===== config.mk =====
export PLATFORM = sky130hd
export DESIGN_NAME = cursor_place_ctrl
export DESIGN_NICKNAME = d
export VERILOG_FILES = /design/src/rtl/cursor_place_ctrl.sv
export SDC_FILE = /design/constraint.sdc
export NUM_CORES = 1
export LEC_CHECK = 0
export BUFFER_PORTS_ARGS = -buffer_cell sky130_fd_sc_hd__buf_2
export CORE_UTILIZATION = 48
export DETAILED_ROUTE_END_ITERATION = 10
export GPL_TIMING_DRIVEN = 0
export PLACE_DENSITY = 0.91
export SYNTH_ARGS = -nofsm -noshare
export SYNTH_HDL_FRONTEND = slang
export SYNTH_SLANG_ARGS = --single-unit
export TNS_END_PERCENT = 50

===== constraint.sdc =====
create_clock -name clk -period 4.4 [get_ports clk]
set_input_delay 0.44 -clock clk [delete_from_list [all_inputs] [get_ports clk]]
set_output_delay 0.44 -clock clk [all_outputs]
set_load 0.05 [all_outputs]

===== src/rtl/cursor_place_ctrl.sv =====
module cursor_place_ctrl #(
  parameter int PW  = 16,
  parameter int WW  = 9,
  parameter int AW  = 32,
  parameter int PIW = 9
) (
  input  logic          clk,
  input  logic          rst_n,
  input  logic          load,
  input  logic          err_clr,
  input  logic [PW-1:0] pos_x,
  input  logic [PW-1:0] hot_x,
  input  logic [PW-1:0] vp_start,
  input  logic [PW-1:0] vp_width,
  input  logic [WW-1:0] cur_width,
  input  logic          mono,
  input  logic [PIW-1:0] pitch,
  input  logic [AW-1:0] surf_addr,
  input  logic          req_en,
  output logic [PW+1:0] src_off,
  output logic [PW+1:0] dst_off,
  output logic          cur_en,
  output logic [2:0]    lpc_code,
  output logic [1:0]    pitch_code,
  output logic          pitch_err,
  output logic          div_go
);
  localparam int OW = PW + 2;

  logic signed [OW-1:0] src_n, vpw_x, wid_x, sum_n;
  logic                 past_right, past_left, en_n, bad_pitch;
  logic [2:0]           lpc_n;
  logic [1:0]           pc_n;

  assign src_n = OW'($signed(pos_x)) - OW'($signed(hot_x)) - OW'($signed(vp_start));
  assign vpw_x = $signed({2'b00, vp_width});
  assign wid_x = $signed({{(OW-WW){1'b0}}, cur_width});
  assign sum_n = src_n + wid_x;

  assign past_right = src_n >= vpw_x;
  assign past_left  = sum_n[OW-1];
  assign en_n = req_en && (surf_addr != '0) && !past_right && !past_left;

  always_comb begin
    if (mono || cur_width <= WW'(32)) lpc_n = 3'd4;
    else if (cur_width <= WW'(64))    lpc_n = 3'd3;
    else if (cur_width <= WW'(128))   lpc_n = 3'd2;
    else                              lpc_n = 3'd1;
  end

  always_comb begin
    bad_pitch = 1'b0;
    case (pitch)
      PIW'(64):  pc_n = 2'd0;
      PIW'(128): pc_n = 2'd1;
      PIW'(256): pc_n = 2'd2;
      default: begin
        pc_n = 2'd0;
        bad_pitch = 1'b1;
      end
    endcase
  end

  always_ff @(posedge clk) begin
    if (!rst_n) begin
      src_off    <= '0;
      dst_off    <= '0;
      cur_en     <= 1'b0;
      lpc_code   <= 3'd0;
      pitch_code <= 2'd0;
      pitch_err  <= 1'b0;
      div_go     <= 1'b0;
    end else begin
      div_go    <= load;
      pitch_err <= (pitch_err && !err_clr) || (load && bad_pitch);
      if (load) begin
        src_off    <= src_n;
        dst_off    <= src_n[OW-1] ? '0 : src_n;
        cur_en     <= en_n;
        lpc_code   <= lpc_n;
        pitch_code <= pc_n;
      end
    end
  end
endmodule


==> run summary <==
fraction of synthesized cell area taken by the top area cell type: 24.3%
Pwr Total: 1.79 mW
Fmax: 244 MHz
DRC viols: 0
type of the worst setup path: input pin to flop
Post-synth EDFFs: 0
synthesis-to-layout area growth: 29.0%
Synth Warn #: 0
Yosys top cell by area: dfxtp_1
n_diodes: 0
grt ovf: 0
final hold vios: 0
PwrDens: 392 mW/mm2
RePlAce Congestion: 0.878
Tmin final: 4090 ps
worst path bufs/invs: 1
vias per cell: 5.30
post-synthesis async set-or-reset flop share: 0%
initial drt markers: 157
Post-Syn Area per Cell: 8.26 um2
pin count of the biggest net entering global routing: 16
Unique masters post-synth: 56
hold crit path type: input pin to flop
# fillers: 581
Final setup viols: 0
first-pass GRT wire length: 15.5 mm
Worst-Skew Late Latency: 300 ps
synth cell count leaders: 59 x nand2_1, 53 x inv_1, 43 x dfxtp_1
flops & latches, synth: 43
Worst-path clk slew: 90 ps
relative slew slack: 65.9%
core area: 0.00694 mm2
Critical Path Slowest Stage Cell: fa_1
Tightest Pin Transition: 511 ps
sequential share of the synthesized area: 24.3%
Post-DP HPWL: 8.45 mm
Pins Over Slew Limit: 0
Die Y: 87.9 um
Layout Utilization: 65.8%
Top delay family on crit path: compound AO/OA/AOI/OAI gates
# IOs: 164
net count after synthesis: 606
Starting Density: 51.0%
layout cells sized above 1: 31.1%
Std-Cell Rows: 30
Root Driver: clkbuf_8
GR Util All Layers: 26.0%
Horiz. Die Dim: 87.9 um
final hold slack: 384 ps
vias in the first global route: 3600
synth top area cells: dfxtp_1 24%, ha_1 14%, fa_1 9.0%
Max VDD drop: 0.178 mV
outcome: finished clean
initial antenna violation count: 0
die area: 0.00773 mm2
CTS Hold Bufs: 0
WL/cell: 14.2 um
CTS tree: built
WP data required: 4650 ps
DRT Pass-1 Iters: 4
Synth Instances: 429
clk sinks: 43
Final #Nets: 775
CTS max path bufs: 2
Num CTS Buffers: 5
crit path DAT: 4340 ps
CP Capture Type: flop
routed vias: 3684
H-tree Lvls: 2
synthesized cell area: 0.00354 mm2
startpoint types: input pin
Leakage Power: 2.37 nW
ys flop type: dfxtp_1
crit-path max FO: 6
top-count cell post-synth: nand2_1
period utilisation layout: 93.0%
crit path cell chain: buf_2, fa_1, ha_1, a211oi_1, o311ai_2, nand2_1, o21ai_0, xor2_1, ha_1, a21o_1, a21o_1, a2111oi_1, o221ai_1, a2111oi_2, a32o_1, a41o_1
PortBufs: 161
max cap viols: 0
clk_skew: 0 ps
Antenna Nets Post-Route: 0
delay of the slowest critical-path stage: 540 ps
final WL: 9.90 mm
[flip-flops by register name (all words and copies together), names as in the netlist]
register	count
src_off	18
pitch_err	1
cur_en	1
div_go	1
pitch_code	2
dst_off	17
lpc_code	3
[repair_timing]
item / CTS / global route
endpoints found under the setup margin: 0 / 1
resized for setup: 0 / 2
buffers inserted: 0 / 1
[worst reg2reg max path, delay by kind of cell, from the launching register on]
kind / cells / cell delay [ps]
AOI/OAI and AO/OA: 2 / 430
DFF: 1 / 320
[layer usage]
layer	vias to the layer above	track usage [%]	routed length, um
met1	1688	27.3	3850
met5	-	0	0
li1	1818	-	-
met3	29	4.71	631
met4	0	10.3	263
met2	149	50.5	5150
[layout by cell type (no fill, tap or decap), types with 3 or more instances in the layout]
cell type | netlist | layout
nor3_1 | 7 | 7
inv_1 | 53 | 53
nand2_1 | 59 | 59
nand4_1 | 5 | 5
a21o_1 | 11 | 11
o21ai_0 | 10 | 10
nand2b_1 | 3 | 3
nor2b_1 | 10 | 10
a21oi_1 | 40 | 40
nand3_1 | 6 | 6
o21a_1 | 4 | 4
buf_2 | 1 | 162
dfxtp_1 | 43 | 43
nor2_1 | 19 | 19
a211oi_1 | 3 | 3
o211ai_1 | 3 | 3
clkbuf_1 | 6 | 6
nor4_1 | 11 | 11
clkbuf_8 | 0 | 5
xor2_1 | 3 | 3
a21boi_0 | 22 | 21
xnor2_1 | 10 | 10
fa_1 | 16 | 16
or3_1 | 3 | 3
ha_1 | 41 | 41
[area by class of cell]
| class | instances | area (um2) | area share, % |
|---|---|---|---|
| timing repair buffer | 162 | 813 | 17.8 |
| clock inverter | 3 | 25.0 | 0.547 |
| clock buffer | 5 | 68.8 | 1.51 |
| inverter | 53 | 199 | 4.35 |
| sequential | 43 | 861 | 18.8 |
| buffer | 12 | 63.8 | 1.40 |
| tap | 96 | 120 | 2.63 |
| multi-input combinational | 321 | 2420 | 52.9 |
[kinds of logic after synthesis]
family | share of synthesized area, %
buffers and inverters | 7.42
muxes | 0.565
xor gates and xnor gates | 4.13
and+or+nand+nor | 17.4
DFF | 24.3
adders and majority gates | 23.5
AOI/OAI and AO/OA | 22.5
other | 0.106
[final timing paths]
| path | from | end | slack [ps] | cells after the start |
|---|---|---|---|---|
| max | pos_x[2] | cur_en | 310 | 16 |
| min | load | div_go | 380 | 2 |
| max reg2reg | cur_en | cur_en | 3550 | 2 |
| min reg2reg | dst_off[12] | dst_off[12] | 470 | 2 |
[report_power, final]
part	internal (mW)	switching, mW	total, mW	leakage [nW]
combinational	0.384	0.673	1.06	1.97
sequential	0.447	0.0299	0.477	0.354
clock	0.113	0.145	0.259	0.0443
total	0.944	0.848	1.79	2.37
[through the flow]
stage          area (um2)  TNS (ps)  cells  setup slack [ps]
2_1_floorplan        3540         0    429               485
5_1_grt              4570     -23.2    695             -23.2
3_3_place_gp         4470         0    686              21.1
3_5_place_dp         4470         0    686              3.74
4_1_cts              4560         0    694               280
6_report             4570         0    695               308
Power figures use the tool's default switching activity.
